[src/rtl/vprot_pkg.sv]
package vprot_pkg;

  typedef enum logic [1:0] {
    WS_IDLE = 2'd0,
    WS_OPEN = 2'd1,
    WS_HOLD = 2'd2
  } win_st_e;

  localparam logic [1:0] ADDR_EN  = 2'd0;
  localparam logic [1:0] ADDR_ST  = 2'd1;
  localparam logic [1:0] ADDR_CFG = 2'd2;

  localparam logic [1:0] WIN_RST = 2'b01;
  localparam logic [1:0] ARM_RST = 2'b10;

  function automatic int unsigned win_ticks(input logic [1:0] sel, input int unsigned half);
    return half << sel;
  endfunction

  function automatic int unsigned arm_ticks(input logic [1:0] sel, input int unsigned unit);
    if (sel == 2'b00) return 0;
    return unit << (sel - 2'd1);
  endfunction

endpackage

[src/rtl/vprot_regs.sv]
module vprot_regs
  import vprot_pkg::*;
#(
  parameter int RAILS = 3
) (
  input  logic             clk,
  input  logic             rst,
  input  logic             stat_rst,
  input  logic             we,
  input  logic [1:0]       addr,
  input  logic [7:0]       wdata,
  input  logic             set_stat,
  output logic [RAILS-1:0] rail_en,
  output logic [1:0]       win_sel,
  output logic [1:0]       arm_sel,
  output logic             status,
  output logic [7:0]       rdata
);

  logic [7:0] rd_mux;

  always_ff @(posedge clk) begin
    if (rst) begin
      rail_en <= '0;
      win_sel <= WIN_RST;
      arm_sel <= ARM_RST;
    end else if (we) begin
      if (addr == ADDR_EN)  rail_en <= wdata[RAILS-1:0];
      if (addr == ADDR_CFG) {win_sel, arm_sel} <= wdata[3:0];
    end
  end

  always_ff @(posedge clk) begin
    if (stat_rst)                                status <= 1'b0;
    else if (set_stat)                           status <= 1'b1;
    else if (we && addr == ADDR_ST && wdata[0])  status <= 1'b0;
  end

  always_comb begin
    rd_mux = 8'h00;
    case (addr)
      ADDR_EN:  rd_mux[RAILS-1:0] = rail_en;
      ADDR_ST:  rd_mux[0] = status;
      ADDR_CFG: rd_mux[3:0] = {win_sel, arm_sel};
      default:  rd_mux = 8'h00;
    endcase
  end

  always_ff @(posedge clk) begin
    if (rst) rdata <= 8'h00;
    else     rdata <= rd_mux;
  end

  logic unused_ok;
  assign unused_ok = ^wdata[7:4];

endmodule

[src/rtl/vprot_arm.sv]
module vprot_arm
  import vprot_pkg::*;
#(
  parameter int UNIT_TICKS = 50
) (
  input  logic       clk,
  input  logic       rst,
  input  logic       tick,
  input  logic       strap,
  input  logic       pg,
  input  logic [1:0] arm_sel,
  output logic       armed
);

  localparam int MAX_T = UNIT_TICKS * 4;
  localparam int CW    = $clog2(MAX_T + 1);

  logic [CW-1:0] cnt;
  logic [CW-1:0] target;

  always_ff @(posedge clk) begin
    if (rst || !pg)                          cnt <= '0;
    else if (tick && cnt < CW'(MAX_T))       cnt <= cnt + 1'b1;
  end

  assign target = CW'(arm_ticks(arm_sel, UNIT_TICKS));
  assign armed  = !strap || (pg && cnt >= target);

endmodule

[src/rtl/vprot_win.sv]
module vprot_win
  import vprot_pkg::*;
#(
  parameter int HALF_TICKS = 500
) (
  input  logic       clk,
  input  logic       rst,
  input  logic       tick,
  input  logic       trip,
  input  logic       status,
  input  logic [1:0] win_sel,
  input  logic       sleep_in,
  output logic       psu_d,
  output logic       psu_oe
);

  localparam int MAX_W = HALF_TICKS * 8;
  localparam int WW    = $clog2(MAX_W + 1);

  win_st_e       st;
  logic [WW-1:0] wcnt;

  always_ff @(posedge clk) begin
    if (rst) begin
      st   <= WS_IDLE;
      wcnt <= '0;
    end else begin
      case (st)
        WS_IDLE: if (trip) begin
          st   <= WS_OPEN;
          wcnt <= WW'(win_ticks(win_sel, HALF_TICKS));
        end
        WS_OPEN: if (tick) begin
          if (wcnt <= WW'(1)) st <= WS_HOLD;
          wcnt <= wcnt - 1'b1;
        end
        WS_HOLD: if (!status) st <= WS_IDLE;
        default: st <= WS_IDLE;
      endcase
    end
  end

  always_ff @(posedge clk) begin
    if (rst) begin
      psu_d  <= 1'b0;
      psu_oe <= 1'b1;
    end else begin
      psu_oe <= (st != WS_OPEN);
      psu_d  <= (st != WS_OPEN) && !sleep_in;
    end
  end

endmodule

[src/rtl/vprot_seq.sv]
module vprot_seq
  import vprot_pkg::*;
#(
  parameter int RAILS      = 3,
  parameter int HALF_TICKS = 500,
  parameter int UNIT_TICKS = 50
) (
  input  logic             clk,
  input  logic             rst,
  input  logic             sb_rst,
  input  logic             tick_1k,
  input  logic             mode_strap,
  input  logic             pwr_good,
  input  logic             sleep_in,
  input  logic [RAILS-1:0] ov_flag,
  input  logic [RAILS-1:0] uv_flag,
  input  logic             reg_we,
  input  logic [1:0]       reg_addr,
  input  logic [7:0]       reg_wdata,
  output logic [7:0]       reg_rdata,
  output logic             psu_on_d,
  output logic             psu_on_oe
);

  logic [RAILS-1:0] rail_en;
  logic [RAILS-1:0] rail_hit;
  logic [1:0]       win_sel;
  logic [1:0]       arm_sel;
  logic             status_q;
  logic             armed;
  logic             trip;
  logic             stat_rst;

  for (genvar i = 0; i < RAILS; i++) begin : g_rail
    assign rail_hit[i] = rail_en[i] && (ov_flag[i] || uv_flag[i]);
  end

  assign trip     = armed && (|rail_hit);
  assign stat_rst = mode_strap ? sb_rst : rst;

  vprot_regs #(.RAILS(RAILS)) u_regs (
    .clk(clk), .rst(rst), .stat_rst(stat_rst), .we(reg_we), .addr(reg_addr),
    .wdata(reg_wdata), .set_stat(trip), .rail_en(rail_en), .win_sel(win_sel),
    .arm_sel(arm_sel), .status(status_q), .rdata(reg_rdata)
  );

  vprot_arm #(.UNIT_TICKS(UNIT_TICKS)) u_arm (
    .clk(clk), .rst(rst), .tick(tick_1k), .strap(mode_strap), .pg(pwr_good),
    .arm_sel(arm_sel), .armed(armed)
  );

  vprot_win #(.HALF_TICKS(HALF_TICKS)) u_win (
    .clk(clk), .rst(rst), .tick(tick_1k), .trip(trip), .status(status_q),
    .win_sel(win_sel), .sleep_in(sleep_in), .psu_d(psu_on_d), .psu_oe(psu_on_oe)
  );

endmodule

[config.mk]
export PLATFORM = sky130hd
export DESIGN_NAME = vprot_seq
export DESIGN_NICKNAME = d
export VERILOG_FILES = /design/src/rtl/vprot_pkg.sv /design/src/rtl/vprot_regs.sv /design/src/rtl/vprot_arm.sv /design/src/rtl/vprot_win.sv /design/src/rtl/vprot_seq.sv
export SDC_FILE = /design/constraint.sdc
export NUM_CORES = 1
export LEC_CHECK = 0
export ABC_AREA = 1
export BUFFER_PORTS_ARGS = -buffer_cell sky130_fd_sc_hd__clkbuf_2
export CAP_MARGIN = 25
export CORE_MARGIN = 10
export CORE_UTILIZATION = 55
export CTS_CLUSTER_DIAMETER = 150
export DETAILED_ROUTE_END_ITERATION = 8
export PLACE_DENSITY = 0.78
export SYNTH_ARGS = -nofsm -noshare
export SYNTH_HDL_FRONTEND = slang
export SYNTH_SLANG_ARGS = --single-unit
[constraint.sdc]
create_clock -name clk -period 2.9 [get_ports clk]
set_input_delay 0.145 -clock clk [delete_from_list [all_inputs] [get_ports clk]]
set_output_delay 0.145 -clock clk [all_outputs]
set_load 0.02 [all_outputs]
# --- Word-level counts from Yosys, hierarchy flattened ---
# Cells that the tools add are included.
classes:
  reduce_logical: 28
  add_sub_neg: 3
  n_mux: 15
  n_bitwise: 1
  n_shift: 2
  n_eq_ne: 9
  order_cmp: 3
op_table:
  columns: ["cell", "count"]
  rows:
  - ["2-to-1 mux 12 bit", 2]
  - ["case mux 12 bit (2 select lines)", 1]
  - ["less-or-equal comparator 12 x 1 -> 1 bit (second input constant)", 1]
  - ["<< shifter 9 x 2 -> 12 bit (first input constant)", 1]
  - ["subtractor 12 x 1 -> 12 bit (second input constant)", 1]
  - ["logical AND 1 bit", 9]
  - ["adder 8 x 1 -> 8 bit (second input constant)", 1]
  - [">= comparator 8 bit", 1]
  - ["less-than comparator 8 bit (second input constant)", 1]
  - ["2-to-1 mux 2 bit", 4]
  - ["2-to-1 mux 8 bit", 1]
  - ["<< shifter 6 x 2 -> 8 bit (first input constant)", 1]
  - ["logical NOT 2 bit", 3]
  - ["inequality test 2 bit (second input constant)", 3]
  - ["case mux 2 bit (3 select lines)", 1]
  - ["logical OR 1 bit", 5]
  - ["equality test 2 x 1 -> 1 bit (second input constant)", 2]
  - ["equality test 2 bit (second input constant)", 2]
  - ["2-to-1 mux 1 bit", 4]
  - ["inequality test 2 x 1 -> 1 bit (second input constant)", 2]
  - ["case mux 2 bit (2 select lines)", 1]
  - ["AND reduction 2 bit", 2]
  - ["AND reduction 4 bit", 1]
  - ["nonzero test 2 bit", 2]
  - ["other kinds (7)", 9]
word_totals:
  out_inout_bits: 10
  regBits: 40

# --- Longest topological paths before layout ---
depth:
  depth_word: 9
  ltp_mapped: 17
  ltp_nobuf: 16

# --- By module ---
# Synthesis repeated with hierarchy kept, for this count alone.
hier_totals:
  cells_unflattened: 342
  hier_area_um2: 2249.7
by_module_without_submodules:
  columns: ["mod", "cells_each", "instances", "area_per_inst_um2", "seq_area_each_um2"]
  rows:
  - ["vprot_win", 159, 1, 984.7, 320.3]
  - ["vprot_arm", 102, 1, 694.4, 160.2]
  - ["vprot_regs", 74, 1, 528.0, 240.2]
  - ["vprot_seq", 7, 1, 42.5, 0.0]

# --- Worst setup path after synthesis ---
# OpenSTA, ideal clock, no wires.
synth_timing:
  path_type: "register -> register"
  from: "register u_regs.arm_sel[0]"
  to: "register u_win.wcnt[7]"
  t_arrival_ns: 2.111
  path_stages_with_launch: 18
  setup_ns: 0.113
  setup_slack_ns: 0.676
  required_ns: 2.787
  cell_sequence: "dfxtp_1 inv_1 ha_1 a21oi_1 o21ai_0 ha_1 nand2_2 nor2_2 nand2_1 nand3_1 nand2_1 nand2_2 nand3_4 nand2_4 buf_6 nand2_1 nand2_1 nor2_1"
synth_via:
  elab_chain_len: 9
synth_rtl:
  columns: ["element", "line", "rtl"]
  rows:
  - ["start: declaration", "vprot_regs.sv:15", "output logic [1:0] arm_sel,"]
  - ["start signal: assignment", "vprot_regs.sv:29", "if (addr == ADDR_CFG) {win_sel, arm_sel} <= wdata[3:0];"]
  - ["subtractor 2 x 1 -> 2 bit or logical NOT 2 bit (tied branches)", "vprot_pkg.sv:22, vprot_pkg.sv:21", null]
  - ["<< shifter 6 x 2 -> 8 bit or 2-to-1 mux 1 bit (tied branches)", "vprot_pkg.sv:22, vprot_pkg.sv:21", null]
  - ["2-to-1 mux 8 bit (*)", "vprot_pkg.sv:22", "return unit << (sel - 2'd1);"]
  - [">= comparator 8 bit (*)", "vprot_arm.sv:27", "assign armed = !strap || (pg && cnt >= target);"]
  - ["logical AND 1 bit (*)", "vprot_arm.sv:27", null]
  - ["logical OR 1 bit (*)", "vprot_arm.sv:27", null]
  - ["logical AND 1 bit (*)", "vprot_seq.sv:38", "assign trip = armed && (|rail_hit);"]
  - ["inequality test 2 bit (no line) (*)", null, null]
  - ["AND reduction 3 bit (no line) (*)", null, null]
  - ["end signal: assignment", "vprot_win.sv:31", "wcnt <= WW'(win_ticks(win_sel, HALF_TICKS));"]
  - ["end signal: assignment", "vprot_win.sv:35", "wcnt <= wcnt - 1'b1;"]
  - ["end: declaration", "vprot_win.sv:21", "logic [WW-1:0] wcnt;"]
# Mark *: on every way between the ends. The rest lies on a longest branch, timed or not.
# A chain may end at the register's enable or synchronous reset.

# --- Worst setup path in the final report ---
layout_timing:
  from: "register u_regs.arm_sel[0]"
  to: "register u_win.wcnt[5]"
# The elaborated chain is that of the path after synthesis.

==> flow_summary.json <==
{
  "status": "completed",
  "gp_congestion": 0.935,
  "tightest_slew_ns": 0.671,
  "pwr-share-clk": 0.321,
  "grt_max_degree": 22,
  "skew_ns": 0.00635,
  "antenna_cells": 0,
  "grt_pass1_wl_um": 7680,
  "die_area_um2": 6790,
  "crit_type": "reg2reg",
  "fin_crit_ns": 2.53,
  "grt_pass1_vias": 1764,
  "synth_top_area_frac": 0.336,
  "switching_share": 0.308,
  "power.switching_mw": 0.373,
  "route.detailed.drc": 0,
  "ys_seq_area_frac": 0.336,
  "critical_path_arrival_ns": 2.72,
  "ios": 34,
  "ys_ff_latch": 36,
  "syn-instance-count": 316,
  "p_per_area_nw_per_um2": 513,
  "syn-mean-instance-area_um2": 6.78,
  "hold_path.class": "in2reg",
  "first_iter_violations": 173,
  "avgRoutedWirePerCell_um": 11.9,
  "slew_viol_final": 0,
  "synth_cell_types": 34,
  "initial_core_util": 0.576,
  "die_x_um": 82.4,
  "area_growth_pct": 9.99,
  "post-route-period-util": 0.873,
  "mostFrequentLayoutCells": "61 x nand2_1, 46 x inv_1, 46 x nor2_1",
  "port_buffers": 25,
  "syn-cell-area_um2": 2140,
  "routed_via_density": 5.15,
  "cts_tree": "yes",
  "cts.htree.levels": 2,
  "p_comb_frac": 0.226,
  "setup_tns_ns": 0,
  "crit_path_start": "u_regs.arm_sel[0]",
  "nFillCells": 351,
  "finalPower_mw": 1.21,
  "drtPass1Iterations": 5,
  "cts_root_buffer": "clkbuf_8",
  "power_frac_seq": 0.453,
  "critPathLaunchType": "flip-flop",
  "fp-row-count": 22,
  "power_leakage_nw": 1.15,
  "maxCapViolations": 0,
  "yosys.area.top_type": "dfxtp_1",
  "path_clk_slew_ns": 0.07,
  "rsz0062_at_grt": "no",
  "drt_wl_total_um": 4620,
  "setup_viol": 0,
  "layout_commonest_cell": "nand2_1",
  "worstHoldStart": "sleep_in",
  "cts.repair.resized": 0,
  "ant_nets": 0,
  "multiInputGateArea_um2": 1180,
  "hpwl_um": 3530,
  "fin_nets": 379,
  "die_h_um": 82.4,
  "holdBufCountCts": 0,
  "numCtsBuffers": 5,
  "yosys_warnings": 0,
  "clk_path_buf_depth": 2,
  "via_count": 2000,
  "seq_area_um2": 721,
  "track_usage": 0.140,
  "synthTopCellsByArea": "dfxtp_1 34%, nand2_1 11%, ha_1 8.8%",
  "ir_drop_mv": 0.257,
  "synth-edff-count": 0,
  "design.core.area_um2": 3720,
  "p_int_mw": 0.836,
  "layout-drive-gt1-share": 0.126,
  "crit_fanout": 13,
  "synthArstFlopShare": 0,
  "antenna_found_initial": 0,
  "r2r_start": "u_regs.arm_sel[0]",
  "clk_latency_ns": 0.29,
  "cp.required_ns": 3.09,
  "grt_overflow": 0,
  "hold_violations": 0,
  "max_slew_margin": 0.552,
  "end_kind": "flip-flop",
  "fmax_ghz": 0.395,
  "cts_setup_buffers": 0,
  "cts_sinks": 36,
  "synth_ff_type": "dfxtp_1"
}
metrics by stage:
step,area (um2),utilization,instances,worst slack [ns],hold WS (ns)
6_report,2360,0.634,388,0.369,0.0289
5_1_grt,2360,0.634,388,0.0416,0.0252
4_1_cts,2360,0.634,388,0.335,0.0244
3_5_place_dp,2260,0.608,381,0.352,0.328
3_3_place_gp,2260,0.608,381,0.429,0.320
2_1_floorplan,2150,-,319,0.676,0.222
critical path, cell delays in order (launching register included):
cell and delay (ns):
dfxtp_1 0.41, inv_1 0.13, ha_1 0.34, a21oi_1 0.14, o21ai_0 0.11, ha_1 0.30
nand2_2 0.06, nor2_2 0.12, nand2_1 0.06, nand3_1 0.07, nand2_1 0.06, nand2_2 0.09
nand3_4 0.17, nand2_4 0.19, nand2_1 0.08, nand2_1 0.06, nor2_1 0.05
per-layer routing:
metal | part of all wire | GRT usage | wire length (um) | vias up
met1 | 0.48 | 0.182 | 2240 | 874
li1 | - | - | - | 1050
met3 | 0.083 | 0.0432 | 382 | 8
met2 | 0.42 | 0.215 | 1930 | 68
met5 | 0 | 0 | 0 | -
met4 | 0.014 | 0.0493 | 66 | 0
path summary, 6_finish.rpt:
path	slack, ns	end	depth (start not counted)
max	0.37	u_win.wcnt[5]	16
min	0.03	u_win.psu_d	2
max reg2reg	0.37	u_win.wcnt[5]	16
min reg2reg	0.49	u_win.wcnt[1]	2
state kept, by name (all words and copies together), names as in the netlist:
name            cells
u_arm.cnt           8
u_regs.status       1
u_regs.win_sel      2
u_win.wcnt         12
u_regs.rail_en      3
u_regs.arm_sel      2
u_win.st            2
u_win.psu_oe        1
u_regs.rdata        4
u_win.psu_d         1
synth_stat cells (all sizes together), types with 2 or more instances:
library cell,n
nand2,65
nor2,49
inv,46
dfxtp,36
a21oi,26
nand3,24
o21ai,21
ha,15
buf,10
nand4,4
nor3,4
nor3b,2
o211ai,2
power groups by stage:
stage	Sequential [mW]	Combinational, mW	Clock [mW]
after floorplan	0.557	0.217	0
after global placement	0.558	0.262	0
after detailed placement	0.558	0.268	0
after CTS	0.547	0.271	0.394
after global routing	0.551	0.313	0.411
final	0.547	0.273	0.388
cell type report:
type                       count  area share
sequential                    36       0.306
inverter                      46      0.0733
timing repair buffer          25      0.0531
clock buffer                   7      0.0409
multi-input combinational    226       0.501
tap                           48      0.0255
logic make-up (layout without fill, tap and decap cells):
| kind of cell | Yosys count | in the layout | share of synthesized area |
|---|---|---|---|
| xor+xnor | 2 | 2 | 0.00818 |
| compound gates | 54 | 54 | 0.135 |
| buf+inv | 57 | 78 | 0.117 |
| fa+ha+maj | 15 | 15 | 0.0876 |
| simple gates | 151 | 151 | 0.314 |
| other cells | 1 | 4 | 0.00175 |
| flops | 36 | 36 | 0.336 |
Power figures use the tool's default switching activity.
